[config.mk]
export PLATFORM = sky130hd
export DESIGN_NAME = byte_alu_flags
export DESIGN_NICKNAME = d
export VERILOG_FILES = /design/src/rtl/byte_alu_pkg.sv /design/src/rtl/byte_alu_decode.sv /design/src/rtl/byte_alu_arith.sv /design/src/rtl/byte_alu_logic.sv /design/src/rtl/byte_alu_flags.sv
export SDC_FILE = /design/constraint.sdc
export NUM_CORES = 1
export LEC_CHECK = 0
export BUFFER_PORTS_ARGS = -buffer_cell sky130_fd_sc_hd__buf_2
export CAP_MARGIN = 25
export CELL_PAD_IN_SITES_DETAIL_PLACEMENT = 2
export CELL_PAD_IN_SITES_GLOBAL_PLACEMENT = 2
export CORE_MARGIN = 10
export CORE_UTILIZATION = 29
export DETAILED_ROUTE_END_ITERATION = 12
export PLACE_DENSITY = 0.88
export SETUP_SLACK_MARGIN = 0.15
export SYNTH_ARGS = -nofsm -noshare
export SYNTH_HDL_FRONTEND = slang
export SYNTH_SLANG_ARGS = --single-unit
[constraint.sdc]
create_clock -name clk_i -period 4.82 [get_ports clk_i]
set_input_delay 0 -clock clk_i [delete_from_list [all_inputs] [get_ports clk_i]]
set_output_delay 0 -clock clk_i [all_outputs]
set_load 0.05 [all_outputs]
[src/rtl/byte_alu_pkg.sv]
package byte_alu_pkg;
  localparam int unsigned INSTR_W = 16;
  localparam int unsigned SR_W    = 16;
  localparam int unsigned FLAG_C  = 0;
  localparam int unsigned FLAG_Z  = 1;
  localparam int unsigned FLAG_N  = 2;
  localparam int unsigned FLAG_V  = 8;

  typedef enum logic [3:0] {
    OP_MOV, OP_ADD, OP_ADDC, OP_SUBC, OP_SUB, OP_CMP, OP_BIT, OP_BIC,
    OP_BIS, OP_XOR, OP_AND, OP_RRC, OP_RRA, OP_BAD
  } alu_op_e;
endpackage

[src/rtl/byte_alu_decode.sv]
module byte_alu_decode
  import byte_alu_pkg::*;
(
  input  logic [INSTR_W-1:0] instr_i,
  output alu_op_e            op_o
);
  always_comb begin
    op_o = OP_BAD;
    if (instr_i[15:12] >= 4'd4) begin
      unique case (instr_i[15:12])
        4'd4:    op_o = OP_MOV;
        4'd5:    op_o = OP_ADD;
        4'd6:    op_o = OP_ADDC;
        4'd7:    op_o = OP_SUBC;
        4'd8:    op_o = OP_SUB;
        4'd9:    op_o = OP_CMP;
        4'd11:   op_o = OP_BIT;
        4'd12:   op_o = OP_BIC;
        4'd13:   op_o = OP_BIS;
        4'd14:   op_o = OP_XOR;
        4'd15:   op_o = OP_AND;
        default: op_o = OP_BAD; // decimal add not handled
      endcase
    end else if (instr_i[15:10] == 6'b000100) begin
      unique case (instr_i[9:7])
        3'd0:    op_o = OP_RRC;
        3'd2:    op_o = OP_RRA;
        default: op_o = OP_BAD; // push and undefined codes
      endcase
    end
  end
endmodule

[src/rtl/byte_alu_arith.sv]
module byte_alu_arith
  import byte_alu_pkg::*;
#(
  parameter int unsigned DW = 8
) (
  input  alu_op_e       op_i,
  input  logic [DW-1:0] src_i,
  input  logic [DW-1:0] dst_i,
  input  logic          c_i,
  output logic [DW-1:0] res_o,
  output logic          c_o,
  output logic          v_o
);
  localparam int unsigned MSB = DW - 1;

  logic          is_sub;
  logic          cin;
  logic [DW-1:0] addend;
  logic [DW:0]   sum;

  always_comb begin
    is_sub = (op_i == OP_SUB) || (op_i == OP_SUBC) || (op_i == OP_CMP);
    addend = is_sub ? ~src_i : src_i;
    unique case (op_i)
      OP_ADD:             cin = 1'b0;
      OP_SUB, OP_CMP:     cin = 1'b1;
      default:            cin = c_i;
    endcase
    sum   = {1'b0, dst_i} + {1'b0, addend} + {{DW{1'b0}}, cin};
    res_o = sum[DW-1:0];
    c_o   = sum[DW];
    v_o   = (dst_i[MSB] == addend[MSB]) && (sum[MSB] != dst_i[MSB]);
  end
endmodule

[src/rtl/byte_alu_logic.sv]
module byte_alu_logic
  import byte_alu_pkg::*;
#(
  parameter int unsigned DW = 8
) (
  input  alu_op_e       op_i,
  input  logic [DW-1:0] src_i,
  input  logic [DW-1:0] dst_i,
  input  logic          c_i,
  output logic [DW-1:0] res_o,
  output logic          c_o,
  output logic          v_o
);
  localparam int unsigned MSB = DW - 1;

  always_comb begin
    res_o = src_i;
    c_o   = 1'b0;
    v_o   = 1'b0;
    unique case (op_i)
      OP_BIT, OP_AND: begin
        res_o = dst_i & src_i;
        c_o   = |res_o;
      end
      OP_XOR: begin
        res_o = dst_i ^ src_i;
        c_o   = |res_o;
        v_o   = dst_i[MSB] & src_i[MSB];
      end
      OP_BIC: res_o = dst_i & ~src_i;
      OP_BIS: res_o = dst_i | src_i;
      OP_RRC: begin
        res_o = {c_i, dst_i[MSB:1]};
        c_o   = dst_i[0];
      end
      OP_RRA: begin
        res_o = {dst_i[MSB], dst_i[MSB:1]};
        c_o   = dst_i[0];
      end
      default: res_o = src_i;
    endcase
  end
endmodule

[src/rtl/byte_alu_flags.sv]
module byte_alu_flags
  import byte_alu_pkg::*;
#(
  parameter int unsigned DW = 8
) (
  input  logic               clk_i,
  input  logic               rst_ni,
  input  logic               op_valid_i,
  input  logic [INSTR_W-1:0] instr_i,
  input  logic [DW-1:0]      src_i,
  input  logic [DW-1:0]      dst_i,
  input  logic               sr_wr_i,
  input  logic [SR_W-1:0]    sr_wdata_i,
  output logic [DW-1:0]      result_o,
  output logic               wr_en_o,
  output logic               illegal_o,
  output logic [SR_W-1:0]    flags_next_o,
  output logic [SR_W-1:0]    status_o
);
  localparam int unsigned MSB = DW - 1;

  alu_op_e         op;
  logic [SR_W-1:0] status_q;
  logic [DW-1:0]   arith_res, logic_res;
  logic            arith_c, arith_v, logic_c, logic_v;
  logic            is_arith, upd_flags;
  logic            new_c, new_v;

  byte_alu_decode u_dec (.instr_i(instr_i), .op_o(op));

  byte_alu_arith #(.DW(DW)) u_arith (
    .op_i(op), .src_i(src_i), .dst_i(dst_i), .c_i(status_q[FLAG_C]),
    .res_o(arith_res), .c_o(arith_c), .v_o(arith_v)
  );

  byte_alu_logic #(.DW(DW)) u_logic (
    .op_i(op), .src_i(src_i), .dst_i(dst_i), .c_i(status_q[FLAG_C]),
    .res_o(logic_res), .c_o(logic_c), .v_o(logic_v)
  );

  always_comb begin
    is_arith = op inside {OP_ADD, OP_ADDC, OP_SUB, OP_SUBC, OP_CMP};
    upd_flags = is_arith || (op inside {OP_BIT, OP_AND, OP_XOR, OP_RRC, OP_RRA});
    result_o  = is_arith ? arith_res : logic_res;
    new_c     = is_arith ? arith_c : logic_c;
    new_v     = is_arith ? arith_v : logic_v;
    wr_en_o   = !(op inside {OP_CMP, OP_BIT, OP_BAD});
    illegal_o = (op == OP_BAD);

    flags_next_o = status_q;
    if (upd_flags) begin
      flags_next_o[FLAG_C] = new_c;
      flags_next_o[FLAG_Z] = (result_o == '0);
      flags_next_o[FLAG_N] = result_o[MSB];
      flags_next_o[FLAG_V] = new_v;
    end
  end

  always_ff @(posedge clk_i or negedge rst_ni) begin
    if (!rst_ni)         status_q <= '0;
    else if (sr_wr_i)    status_q <= sr_wdata_i;
    else if (op_valid_i) status_q <= flags_next_o;
  end

  assign status_o = status_q;
endmodule

==> results of run 1 <==
## cell type report
type | count | share of cell area [%]
repair buffers | 110 | 19.69
multi-input cells | 244 | 59.83
flip-flops and latches | 16 | 12.12
inverters | 23 | 2.613
clock buffers | 4 | 1.666
well taps | 108 | 4.089
## stage by stage
step / instance area (µm²) / worst slack [ns]
floorplan: 2604 / 0.2041
global placement: 3042 / 0.3275
detailed placement: 3042 / 0.1419
CTS: 3253 / 0.2337
global route: 3304 / 0.1235
finish: 3304 / 0.4714
## routing by layer
metal,global-route usage [%],wire [µm]
met1,18.21,4442
met3,3.802,615
met2,29.22,5652
met4,2.805,131
met5,0,0
## power by group through the flow
stage | Combinational [mW] | Clock (mW) | Sequential, mW
finish | 0.647 | 0.120 | 0.162
global route | 0.696 | 0.127 | 0.164
CTS | 0.641 | 0.123 | 0.161
detailed placement | 0.625 | 0 | 0.163
global placement | 0.604 | 0 | 0.162
floorplan | 0.417 | 0 | 0.211
## what timing repair did
item                                    4_1_cts  5_1_grt
resized for setup                             1        3
pin swaps                                     0        2
hold endpoints to repair                     30        0
setup buffers                                 0        4
cloned                                        0        0
endpoints found under the setup margin        1        1
hold buffers                                 15        0
## logic make-up (layout without fill, tap and decap cells)
logic type               after synthesis  in the layout  synth area share (%)
AND/OR/NAND/NOR                       90             90                 18.98
multiplexers                          18             18                 7.833
adder cells (fa/ha/maj)               38             38                 18.84
AO/OA/AOI/OAI                         83             83                 24.56
XOR/XNOR                              15             15                 5.046
buffers and inverters                 45            137                 9.370
flip-flops                            16             16                 15.38
## synth_stat cells (all sizes together) (2+ instances only)
cell type,instances
o22ai,3
inv,23
mux2i,2
nand4,2
and3,2
a22oi,7
nor4,8
o21bai,2
nor2,14
nand2b,5
a21oi,17
buf,19
o31ai,5
nor2b,7
nand2,30
o21ai,15
a211oi,5
mux2,16
ha,36
and4,3
nand3,3
a22o,3
a2111oi,2
dfrtp,16
a31oi,6
xnor2,15
fa,2
nor3,8
clkbuf,3
## path summary, 6_finish.rpt
kind,start,endpoint
setup / recovery,instr_i[12],flags_next_o[1]
hold / removal,sr_wdata_i[11],status_o[11]$_DFFE_PN0P_
setup reg to reg,status_o[0]$_DFFE_PN0P_,status_o[1]$_DFFE_PN0P_
hold reg to reg,status_o[5]$_DFFE_PN0P_,status_o[5]$_DFFE_PN0P_
max in group asynchronous,rst_ni,status_o[14]$_DFFE_PN0P_
min in group asynchronous,rst_ni,status_o[12]$_DFFE_PN0P_
==> run summary, run 1 <==
Hold slack: 0.01305 ns
Max FFs per register: 16
Die H: 114.8 µm
DR vias: 2754
R2R depth: 14
Total grt overflow: 0
Syn_nets: 395
Comb pwr share: 69.7%
Arrival time at the worst endpoint: 4.35 ns
Routability congestion estimate: 0.8478
DRC violations left: 0
Seq cells post-synth: 16
CP most frequent cell: nand2_1
Final setup TNS: 0 ns
Most common cell after layout, fill and taps aside: buf_2
Maximum Capacitance Violations: 0
Worst path buffer plus inverter count: 3
Unrepaired setup endpoints after global routing: no
Sequential share of power: 17.4%
Synthesized cell area: 2604 µm²
Slew Limit Fails: 0
EDFF count, synth: 0
Req. time, crit path: 4.82 ns
Via density: 5.453
IO buf count: 86
Synth unique cells: 69
DRT Pass-1 Iters: 4
Kind of critical path: input pin to output port
Routed wire per std cell: 21.47 µm
Clk Tree Root Cell: clkbuf_8
Die width: 114.8 µm
Switch Pwr: 505.9 µW
Area growth from synthesis to layout: 26.91%
Crit path max fanout: 11
Storage cell area: 400.4 µm²
Main synth FF type: dfrtp_1
Num rows: 34
Fin util: 37.89%
Layout cells sized above 1: 34.26%
Initial antenna violation count: 0
Cell taking the most area after synthesis: ha_1
CTS tree: built
Ys async rst share: 100.0%
Final Power: 929.4 µW
Hold Violations, Final: 0
CP delay by family, top: compound AO/OA/AOI/OAI gates
Crit path launch type: input pin
Internal Pwr Total: 423.5 µW
Share of the synthesized area in the top cell type: 17.30%
Vias in the first global route: 3172
Worst Hold Class: input pin to flop
Crit-path slowest cell: fa_1
Largest net degree at the start of global routing: 21
Final ANT Viol Nets: 0
Dominant cells by area after synthesis: ha_1 17%, dfrtp_1 15%, mux2_2 6.5%
Detailed Route WL: 10840 µm
Max Freq: 0.2300 GHz
P_leak: 1.541 nW
ANT cells: 0
Sequential fraction of the synthesis area: 15.38%
Multi-input gate area: 1977 µm²
Reg clk slew, reported paths: 0.07 ns
DRT iter0 DRCs: 82
Finished Layout Cells: 505
Final period utilization: 90.22%
Ports: 94
DP Cell Count: 481
Final setup fails: 0
Post-Syn Instances: 305
Maximum clock path buffer count: 2
Fillers: 1003
Outcome: complete, no violations
H-tree levels: 1
Most frequent cells in the layout: 85 x buf_2, 36 x ha_1, 29 x nand2_1
Starting density of the core: 29.86%
CTS sink cnt: 16
First-pass GRT wire length: 17190 µm
Syn Area/Cell: 8.537 µm²
Worst-Margin Slew: 0.8785 ns
HPWL after DPL: 8289 µm
Minimum clock period: 4.349 ns
Tot GR Track Use: 15.84%
Switching share of power: 54.43%
Pwr Density: 281.2 nW/µm²
Nets: 488
Worst-Skew Late Latency: 0.25 ns
Yosys Warn Count: 0
Crit path depth: 22
Clock share of power: 12.9%
Slew HR: 41.44%
Clk_skew: 0.01095 ns
DIE AREA: 13170 µm²
TritonCTS Buffers: 3
Cell Chain, Critical Path: buf_2 -> inv_1 -> ha_1 -> or2b_1 -> a32oi_2 -> o31ai_2 -> o21ai_0 -> nand2_1 -> xnor2_1 -> fa_1 -> fa_1 -> a21o_1 -> a21oi_2 -> o21bai_1 -> a21oi_1 -> xnor2_1 -> nor2_1 -> a31oi_1 -> nor4_2 -> nand2_1 -> nand2_1 -> clkbuf_4
Hold depth: 2
Critical path's largest stage delay: 0.47 ns
Critical Path Sink Type: output port
Register-to-register setup slack: 1.63 ns
Core area: 8721 µm²
Maximum vdd drop: 0.1974 mV
No activity file was read; power rests on OpenSTA's default activity.
==> run 2, diff against run 1 <==
--- a/config.mk
+++ b/config.mk
@@ -5,12 +5,13 @@
 export SDC_FILE = /design/constraint.sdc
 export NUM_CORES = 1
 export LEC_CHECK = 0
+export ABC_AREA = 1
 export BUFFER_PORTS_ARGS = -buffer_cell sky130_fd_sc_hd__buf_2
 export CAP_MARGIN = 25
 export CELL_PAD_IN_SITES_DETAIL_PLACEMENT = 2
 export CELL_PAD_IN_SITES_GLOBAL_PLACEMENT = 2
 export CORE_MARGIN = 10
-export CORE_UTILIZATION = 29
+export CORE_UTILIZATION = 27
 export DETAILED_ROUTE_END_ITERATION = 12
 export PLACE_DENSITY = 0.88
 export SETUP_SLACK_MARGIN = 0.15
==> run summary, run 2 <==
Outcome: complete, no violations
Most frequent cells in the layout: 125 x nand2_1, 86 x buf_2, 44 x inv_1
Crit path launch type: input pin
Synth unique cells: 40
CTS sink cnt: 16
Detailed Route WL: 11200 µm
Hold Startpoint: sr_wdata_i[2]
Nets: 587
Initial antenna violation count: 0
DRT iter0 DRCs: 124
Hold Crit Endpoint: status_o[2]$_DFFE_PN0P_
Routability congestion estimate: 0.8496
Pwr Density: 274.7 nW/µm²
Worst-Margin Slew: 0.6222 ns
DR vias: 2994
DRT Pass-1 Iters: 4
Synthesized cell area: 2735 µm²
Area growth from synthesis to layout: 24.20%
Die H: 120.7 µm
Kind of critical path: input pin to output port
Maximum clock path buffer count: 2
Worst-Skew Late Latency: 0.25 ns
Layout cells sized above 1: 29.09%
Worst Hold Class: input pin to flop
EDFF count, synth: 0
Req. time, crit path: 4.82 ns
Arrival time at the worst endpoint: 3.92 ns
Starting density of the core: 27.85%
Hold depth: 3
Sequential fraction of the synthesis area: 14.64%
ANT cells: 0
DP Cell Count: 609
Ys async rst share: 100.0%
Area after DPL: 3196 µm²
Dominant cells by area after synthesis: nand2_1 17%, ha_1 16%, dfrtp_1 15%
TritonCTS Buffers: 3
Most common cell after layout, fill and taps aside: nand2_1
Final setup fails: 0
Syn Area/Cell: 6.687 µm²
P_leak: 1.922 nW
Minimum clock period: 3.916 ns
Final ANT Viol Nets: 0
Worst r2r src: status_o[0]$_DFFE_PN0P_
Main synth FF type: dfrtp_1
Core area: 9819 µm²
Maximum Capacitance Violations: 0
Finished Layout Cells: 628
Via density: 4.768
Max Freq: 0.2553 GHz
Critical Path Sink Type: output port
Most frequent cells after synthesis: 125 x nand2_1, 44 x inv_1, 38 x nand3_1, 36 x ha_1, 22 x nor2_1
Top-count cell post-synth: nand2_1
Total grt overflow: 0
Largest net degree at the start of global routing: 20
Hold slack: 0.007330 ns
RR Endpoint: status_o[1]$_DFFE_PN0P_
Cell taking the most area after synthesis: nand2_1
Maximum vdd drop: 0.1324 mV
Hold Violations, Final: 0
Slew HR: 58.48%
Syn_nets: 499
DIE AREA: 14560 µm²
Num rows: 36
Ports: 94
R2R depth: 16
Slew Limit Fails: 0
IO buf count: 86
Yosys Warn Count: 0
Die width: 120.7 µm
Routed wire per std cell: 17.83 µm
First-pass GRT wire length: 18040 µm
Final instance area: 3397 µm²
Tot GR Track Use: 15.03%
Final setup TNS: 0 ns
Clk_skew: 0.008834 ns
Final period utilization: 81.26%
H-tree levels: 1
Share of the synthesized area in the top cell type: 17.15%
Max FFs per register: 16
Crit path max fanout: 9
Fillers: 1241
Vias in the first global route: 3366
Register-to-register setup slack: 1.80 ns
Unrepaired setup endpoints after global routing: no
Reg clk slew, reported paths: 0.07 ns
CTS tree: built
Seq cells post-synth: 16
DRC violations left: 0
Clk Tree Root Cell: clkbuf_8
HPWL after DPL: 8867 µm
Post-Syn Instances: 409
## run 2: critical path, cell delays in order
cell     delay, ns
buf_2         0.14
inv_1         0.07
ha_1          0.32
nand2_1       0.09
o21ai_0       0.10
a21oi_1       0.14
nand2_1       0.10
nor2_2        0.16
nand2_2       0.11
nand2_8       0.13
xor2_1        0.10
fa_1          0.44
fa_1          0.42
a31oi_1       0.25
nor2_1        0.08
o21ai_0       0.18
nand2_1       0.09
or2_2         0.28
nand3_1       0.07
nand2_1       0.08
nor2_2        0.13
nand3_2       0.09
nand2_2       0.07
buf_2         0.26
## run 2: through the flow
step,total power [mW],util [%],setup WS (ns)
4_1_cts,0.9374,34.59,0.8826
3_5_place_dp,0.8232,32.54,0.8827
3_3_place_gp,0.8007,32.54,1.059
6_report,0.9332,34.59,0.9035
5_1_grt,1.007,34.59,0.6390
2_1_floorplan,0.6572,-,1.019
## run 2: worst max-delay path by stage
stage	startpoint	slack [ns]	endpoint	cells after the start
2_1_floorplan	instr_i[12]	1.02	status_o[1]$_DFFE_PN0P_	24
3_3_place_gp	instr_i[12]	1.06	flags_next_o[1]	24
3_5_place_dp	instr_i[12]	0.88	flags_next_o[1]	24
4_1_cts	instr_i[12]	0.88	flags_next_o[1]	24
5_1_grt	instr_i[13]	0.64	flags_next_o[1]	24
6_report	instr_i[12]	0.90	flags_next_o[1]	24
## run 2: per-layer routing
layer	track usage, %	up-vias	part of all wire, %
met5	0	-	0
met4	2.866	0	1.2
met3	1.489	10	3.1
met2	30.16	60	55
met1	16.47	1466	40
li1	-	1458	-
## run 2: cell families (layout without fill, tap and decap cells)
| kind of cell | Yosys count | in the layout | synth area share (%) |
|---|---|---|---|
| AO/OA/AOI/OAI | 35 | 35 | 9.195 |
| XOR/XNOR | 10 | 10 | 3.202 |
| AND/OR/NAND/NOR | 237 | 237 | 42.41 |
| buffers and inverters | 73 | 159 | 12.63 |
| adder cells (fa/ha/maj) | 38 | 38 | 17.93 |
| flip-flops | 16 | 16 | 14.64 |
## run 2: cell type report
cell class                 instances  area, µm²  share of cell area (%)
tap                              133      166.4                   4.899
clock buffer                       3      41.29                   1.215
inverter                          53      201.4                   5.930
sequential                        16      400.4                   11.79
timing repair buffer             103      598.1                   17.61
multi-input combinational        320       1989                   58.56
## run 2: power breakdown
group          leakage, nW  internal [mW]  switching (mW)
clock network       0.0216         0.0554          0.0466
logic                 1.71          0.177           0.493
registers            0.195          0.148          0.0136
## run 2: repair_timing
action	4_1_cts	5_1_grt
gates resized for setup	0	0
hold endpoints to repair	31	0
setup buffers	0	0
hold buffers	16	0
